File: config.mk
export PLATFORM = sky130hd
export DESIGN_NAME = bidir_pipe_fifo
export DESIGN_NICKNAME = d
export VERILOG_FILES = /design/src/rtl/bidir_pipe_fifo.sv
export SDC_FILE = /design/constraint.sdc
export NUM_CORES = 1
export LEC_CHECK = 0
export ABC_AREA = 0
export ABC_CLOCK_PERIOD_IN_PS = 8800
export BUFFER_PORTS_ARGS = -buffer_cell sky130_fd_sc_hd__buf_2
export CAP_MARGIN = 20
export CORE_MARGIN = 4
export CORE_UTILIZATION = 25
export CTS_BUF_LIST = sky130_fd_sc_hd__clkbuf_8
export DETAILED_ROUTE_END_ITERATION = 16
export GPL_TIMING_DRIVEN = 0
export PLACE_DENSITY_LB_ADDON = 0.25
export SLEW_MARGIN = 20
export SYNTH_ARGS = -nofsm -noshare
export SYNTH_HDL_FRONTEND = slang
export SYNTH_SLANG_ARGS = --single-unit
File: constraint.sdc
create_clock -name clk -period 8.8 [get_ports clk]
set_input_delay 2.64 -clock clk [delete_from_list [all_inputs] [get_ports clk]]
set_output_delay 2.64 -clock clk [all_outputs]
set_load 0.01 [all_outputs]
File: src/rtl/bidir_pipe_fifo.sv
module bidir_pipe_fifo #(
  parameter int DEPTH = 64,
  parameter int W = 8,
  parameter int STALE_CYCLES = 16
) (
  input  logic                       clk,
  input  logic                       rst_n,
  input  logic                       dir,
  input  logic                       fifo_rst,
  input  logic                       clr_to,
  input  logic                       tag_en,
  input  logic                       dma_busy,
  input  logic                       port_wr,
  input  logic [W-1:0]               port_wdata,
  input  logic                       port_wtag,
  input  logic                       port_rd,
  output logic [W-1:0]               port_rdata,
  output logic                       port_rtag,
  input  logic                       host_wr,
  input  logic [W-1:0]               host_wdata,
  input  logic                       host_wtag,
  input  logic                       host_rd,
  output logic [W-1:0]               host_rdata,
  output logic                       host_rtag,
  output logic [$clog2(DEPTH):0]     qty,
  output logic [7:0]                 status,
  output logic                       irq
);
  localparam int AW = $clog2(DEPTH);
  localparam int CW = AW + 1;
  localparam int IW = $clog2(STALE_CYCLES + 1);

  logic [W:0]    mem [DEPTH];
  logic [AW-1:0] wptr, rptr;
  logic [CW-1:0] cnt;
  logic [W:0]    hr0, hr1;
  logic          hr0v, hr1v;
  logic [IW-1:0] idle;
  logic          stale_q, pend, tmo, err, clr_q;

  logic          full, empty, stale, htag, hdat;
  logic [CW:0]   total;
  logic [W:0]    head, push_d;
  logic          rd_ok, mv10, mvf0, wr_ok, mv0f, mv10t, hw_ok, prd_ok;
  logic          push, pop, bad, act, rise, fire, clr_tgl;

  assign full  = cnt == CW'(DEPTH);
  assign empty = cnt == '0;
  assign total = {1'b0, cnt} + (CW+1)'(hr0v) + (CW+1)'(hr1v);
  assign stale = (total != '0) && (idle == IW'(STALE_CYCLES));
  assign head  = mem[rptr];

  // receive: store -> hr0 -> hr1 -> host
  assign rd_ok  = !dir & host_rd & hr1v;
  assign mv10   = !dir & hr0v & (!hr1v | rd_ok);
  assign mvf0   = !dir & !empty & (!hr0v | mv10);
  assign wr_ok  = !dir & port_wr & !full;
  // transmit: host -> hr1 -> hr0 -> store
  assign mv0f   = dir & hr0v & !full;
  assign mv10t  = dir & hr1v & (!hr0v | mv0f);
  assign hw_ok  = dir & host_wr & (!hr1v | mv10t);
  assign prd_ok = dir & port_rd & !empty;

  assign push   = wr_ok | mv0f;
  assign pop    = mvf0 | prd_ok;
  assign push_d = dir ? hr0 : {port_wtag, port_wdata};
  assign bad    = (!dir & ((port_wr & full) | (host_rd & !hr1v))) |
                  ( dir & ((host_wr & !hw_ok) | (port_rd & empty)));
  assign act    = wr_ok | rd_ok | hw_ok | prd_ok;
  assign rise   = stale & !stale_q;
  assign clr_tgl = clr_to ^ clr_q;
  assign fire   = (pend | rise) & (dir | (empty & !dma_busy));

  always_ff @(posedge clk) begin
    if (push) mem[wptr] <= push_d;
  end

  always_ff @(posedge clk or negedge rst_n) begin
    if (!rst_n) begin
      wptr <= '0; rptr <= '0; cnt <= '0;
    end else if (fifo_rst) begin
      wptr <= '0; rptr <= '0; cnt <= '0;
    end else begin
      if (push) wptr <= wptr + 1'b1;
      if (pop)  rptr <= rptr + 1'b1;
      cnt <= cnt + CW'(push) - CW'(pop);
    end
  end

  always_ff @(posedge clk or negedge rst_n) begin
    if (!rst_n) begin
      hr0 <= '0; hr1 <= '0; hr0v <= 1'b0; hr1v <= 1'b0;
    end else if (fifo_rst) begin
      hr0 <= '0; hr1 <= '0; hr0v <= 1'b0; hr1v <= 1'b0;
    end else if (!dir) begin
      if (mv10) hr1 <= hr0;
      if (mvf0) hr0 <= head;
      hr1v <= mv10 | (hr1v & !rd_ok);
      hr0v <= mvf0 | (hr0v & !mv10);
    end else begin
      if (hw_ok) hr1 <= {host_wtag, host_wdata};
      if (mv10t) hr0 <= hr1;
      hr1v <= hw_ok | (hr1v & !mv10t);
      hr0v <= mv10t | (hr0v & !mv0f);
    end
  end

  always_ff @(posedge clk or negedge rst_n) begin
    if (!rst_n) begin
      idle <= '0; stale_q <= 1'b0; pend <= 1'b0; tmo <= 1'b0;
      err <= 1'b0; clr_q <= 1'b0;
    end else begin
      clr_q <= clr_to;
      if (fifo_rst) begin
        idle <= '0; stale_q <= 1'b0; pend <= 1'b0; tmo <= 1'b0; err <= 1'b0;
      end else begin
        stale_q <= stale;
        if (bad) err <= 1'b1;
        if (act || total == '0) idle <= '0;
        else if (idle != IW'(STALE_CYCLES)) idle <= idle + 1'b1;
        if (clr_tgl) begin
          tmo <= 1'b0; pend <= 1'b0;
        end else if (fire) begin
          tmo <= 1'b1; pend <= 1'b0;
        end else if (rise) begin
          pend <= 1'b1;
        end
      end
    end
  end

  assign htag = (hr0v & hr0[W]) | (hr1v & hr1[W]);
  assign hdat = hr0v | hr1v;

  assign port_rdata = head[W-1:0];
  assign port_rtag  = head[W];
  assign host_rdata = hr1[W-1:0];
  assign host_rtag  = hr1[W];
  assign qty        = dir ? CW'(DEPTH) - cnt : cnt;
  assign status     = {full, empty, tmo, htag, hdat, stale, err, total == (CW+1)'(1)};
  assign irq        = tag_en & htag;
endmodule

# After elaboration in Yosys (flattened, before gate mapping)
# Memory sizes are Yosys's and may differ from the RTL's.
# Index checks and enable logic that the tools add are counted.
# op_classes
add_sub_neg,8
mul,0
div,0
magnitude_cmp,0
n_eq_ne,6
shift,0
mux,34
bitwise,53
n_reduce_logical,27
# ops
op,n
two-way mux 9 bit,9
bitwise AND 1 bit,32
two-way mux 6 bit,4
bitwise OR 1 bit,20
two-way mux 1 bit,16
two-way mux 5 bit,3
two-way mux 7 bit,2
adder 6 x 1 -> 6 bit (second input constant),2
logical NOT 1 bit,12
nonzero test 3 bit,4
adder 7 x 1 -> 8 bit,1
adder 8 x 1 -> 8 bit,1
== test 8 x 1 -> 1 bit (second input constant),1
logical NOT 8 bit,1
nonzero test 8 bit,1
adder 7 x 1 -> 7 bit,1
== test 7 bit (second input constant),1
logical NOT 7 bit,1
subtractor 7 x 1 -> 7 bit,1
subtractor 7 bit (first input constant),1
!= test 3 x 1 -> 1 bit (second input constant),2
nonzero test 2 bit,3
adder 5 x 1 -> 5 bit (second input constant),1
== test 5 bit (second input constant),1
6 further kinds,7
# totals
register_bits,49
latch_bits,0
ramBits,576
rom_bits,0
output_inout_bits,34
wordCells,142
mem_count,1
# mem_list
memory,depth,width,read_ports,rd_ports_with_merged_regs,wr,line,rtl
mem,64,9,1,0,1,33,logic [W:0] mem [DEPTH];

# Logic depth before layout (Yosys ltp)
# logic_depth
word_depth,14
depth_mapped,17
ltp_nobuf,17

# Worst setup path after synthesis
# OpenSTA, ideal clock, no wires.
# synth_path
path_kind,in2out
start,input port dir
end,output port qty[3]
arrival_time_ps,3626
required_time_ps,6160
setup_slack_ps,2534
path_stages,4
path_cell_list,buf_2 -> buf_1 -> a21boi_0 -> xnor2_1
# synth_between
elab_chain_len,1
# synth_lines
element,line,rtl
"start, declared",8,"input logic dir,"
two-way mux 7 bit,139,assign qty = dir ? CW'(DEPTH) - cnt : cnt;
"end, declared",25,"output logic [$clog2(DEPTH):0] qty,"
# No other way between the ends.

# Worst setup path in the final report
# Same ends and word-level chain as after synthesis.

==> out/qor.csv <==
metric,value,unit
root buffer cell,clkbuf_8,
largest area contributor in the netlist,edfxtp_1,
std cell rows,116,
routability-driven placement congestion ratio,0.7942,
Synth top area share,67.86,%
count of endpoints failing setup in the final report,0,
Fin. Hold Viols,0,
Clock Sink Count,625,
# Post-CTS Setup Buffers,0,
final setup skew,31.80,ps
flip-flop and latch count after synthesis,625,
maximum number of pins on one net before global-route repair,65,
cell area power density,266.4,mW/mm2
RSZ-0062 raised after global routing,no,
die area,0.1071,mm2
outcome,completed,
pins over their slew limit,0,
Worst slew margin,21.58,%
worst-case reg-to-reg path depth,9,
clock-pin slew of the registers on the worst-case setup and hold paths,50,ps
initial antenna violation count,1,
asr flop ratio synth,7.840,%
max-capacitance violation count,0,
slew of the pin with the lowest slew margin,1172,ps
most used flip-flop cell after synthesis,edfxtp_1,
DR vias,13720,
hold path startpoint,tmo,
Routed WL,70.65,mm
average vias per placed instance,4.565,
Chip Height,327.3,um
Filler Cells Inserted,9921,
count of different cell masters after synthesis,59,
required arrival time at the worst endpoint,6160,ps
setup slack of the worst register-to-register path,4590,ps
Max VDD drop,0.00009685,V
grt total ovfl,0,
leakage power,9.731,nW
most frequent standard cell in the layout excluding fill and tap cells,edfxtp_1,
Worst Path Max Fanout,10,
Hold Worst Slack,520.3,ps
clock tree from TritonCTS,yes,
number of hold buffers added after CTS,0,
final critical-path required period,6798,ps
"commonest non-fill, non-tap cells in the layout","576 x edfxtp_1, 110 x clkbuf_8, 108 x mux4_2, 108 x nor2_1, 86 x mux2i_1",
effective utilization at floorplan,25.34,%
Top-Level Pins,63,
post-CTS resize count,0,
Crit Reg-Reg Startpoint,cnt[4],
worst hold path type,register to register,
final-stage net count,1616,
DRC violations left,0,
capture instance of the worst register-to-register path,mem[3][8],
Worst EP arrival,4160,ps
post-synthesis cell area,0.02549,mm2
DP Wirelength,45.69,mm
number of cells on the worst hold path,2,
Cell Count Post-Placement,2812,
first-pass GRT wire length,101.3,mm
period utilisation layout,77.26,%
Synth Instances,1391,
worst hold endpoint,tmo,
TritonRoute pass-1 iters,5,
total power of the final layout,7.854,mW
insertion delay of the later-clocked pin in the worst-skew pair,730,ps
Avg Inst Size Synth,18.32,um2
DR iter-0 viols,1107,
TritonCTS Buffers,106,
area growth from synthesis to layout,15.66,%
type of the worst setup path,input pin to output pin,
via count of the first global-routing pass,13990,
GRT Resource Usage Total,12.99,%
kind of end point of the critical path,output pin,
Routed wire per std cell,23.51,um
residual antenna-violating net count after detailed routing,0,
largest cells by area after synthesis,"edfxtp_1 68%, mux4_2 9.5%, dfrtp_1 4.8%",
non-filler instance count after layout,3005,
highest clock frequency the design can meet,147.1,MHz
number of synthesized flops with an enable pin,576,
Sum Neg Setup Slack,0,ps
buffer depth of the longest clock path,3,
H-tree lvl count,3,
width of the chip,327.3,um
number of buffer cells added on primary ports,61,
nature of the critical path startpoint,input pin,
share of synthesized area occupied by flip-flops and latches,72.67,%
nets in the synthesized netlist,1444,
number of warnings issued by yosys,0,
Core Box Area,0.1006,mm2
share of cells above drive strength 1,22.83,%
## Yosys cell counts, types with 5 or more instances
master / n
a211oi_1: 27
a21oi_1: 29
a22o_1: 18
a22oi_1: 34
buf_1: 9
buf_2: 15
buf_4: 10
buf_6: 17
clkbuf_1: 30
dfrtp_1: 49
edfxtp_1: 576
ha_1: 22
inv_1: 30
mux2_2: 17
mux2i_1: 86
mux4_2: 108
nand2_1: 24
nand3_1: 15
nand4_1: 7
nor2_1: 110
nor2b_1: 9
nor3_1: 5
o21ai_0: 14
o21ai_1: 9
o21bai_1: 5
o221ai_1: 26
o22ai_1: 19
xnor2_1: 15
xor2_1: 9
## state kept, by name (all words and copies together), names as in the netlist, 5 cells and up
name / count
mem: 576
cnt: 7
rptr: 6
hr0: 9
wptr: 6
idle: 5
hr1: 9
## metal layers
layer  vias to the layer above  wire length [um]  GRT usage, %
li1                       5954                 -             -
met1                      7202             31740         17.77
met2                       444             32840         20.60
met3                       117              3875         2.741
met4                         0              2184         4.341
met5                         -                 0             0
## kinds of logic after synthesis
group | after synthesis | synth area share, %
DFF | 625 | 72.67
muxes | 212 | 13.73
AOI/OAI and AO/OA | 196 | 5.449
and+or+nand+nor | 193 | 3.407
buffers and inverters | 117 | 2.685
xor gates and xnor gates | 24 | 0.8247
adders and majority gates | 24 | 1.237
## cell type report
type | count | area (um2) | area share [%]
Sequential cell | 625 | 18520 | 62.83
Multi-Input combinational cell | 649 | 6321 | 21.44
Tap cell | 1357 | 1698 | 5.759
Clock buffer | 110 | 1514 | 5.135
Buffer | 86 | 568.0 | 1.927
Clock inverter | 82 | 370.4 | 1.256
Timing Repair Buffer | 64 | 367.9 | 1.248
Inverter | 31 | 116.4 | 0.3947
Antenna cell | 1 | 2.502 | 0.008488
## worst max-delay path, stage by stage
cell and delay (ps):
buf_2 90, buf_2 190, buf_1 580, a21boi_0 290, xnor2_1 190, buf_2 180
## stage by stage
stage / setup slack (ps) / instance area, um2 / util [%]
3_5_place_dp: 2006 / 27590 / 27.43
4_1_cts: 2002 / 29470 / 29.30
2_1_floorplan: 2534 / 25490 / -
6_report: 2002 / 29480 / 29.31
5_1_grt: 1880 / 29480 / 29.31
3_3_place_gp: 2021 / 27490 / 27.33
## worst max path at each step
stage / startpoint / endpoint / slack [ps] / cells after the start
finish: dir / qty[3] / 2000 / 6
global route: dir / qty[3] / 1880 / 6
CTS: dir / qty[3] / 2000 / 6
detailed placement: dir / qty[3] / 2010 / 6
global placement: dir / qty[3] / 2020 / 6
floorplan: dir / qty[3] / 2530 / 4
## power breakdown
part,internal (mW),switching (mW)
clock,1.16,1.17
combinational,0.815,1.21
sequential,3.45,0.0619
total,5.42,2.43
(Power assumes the default switching activity.)
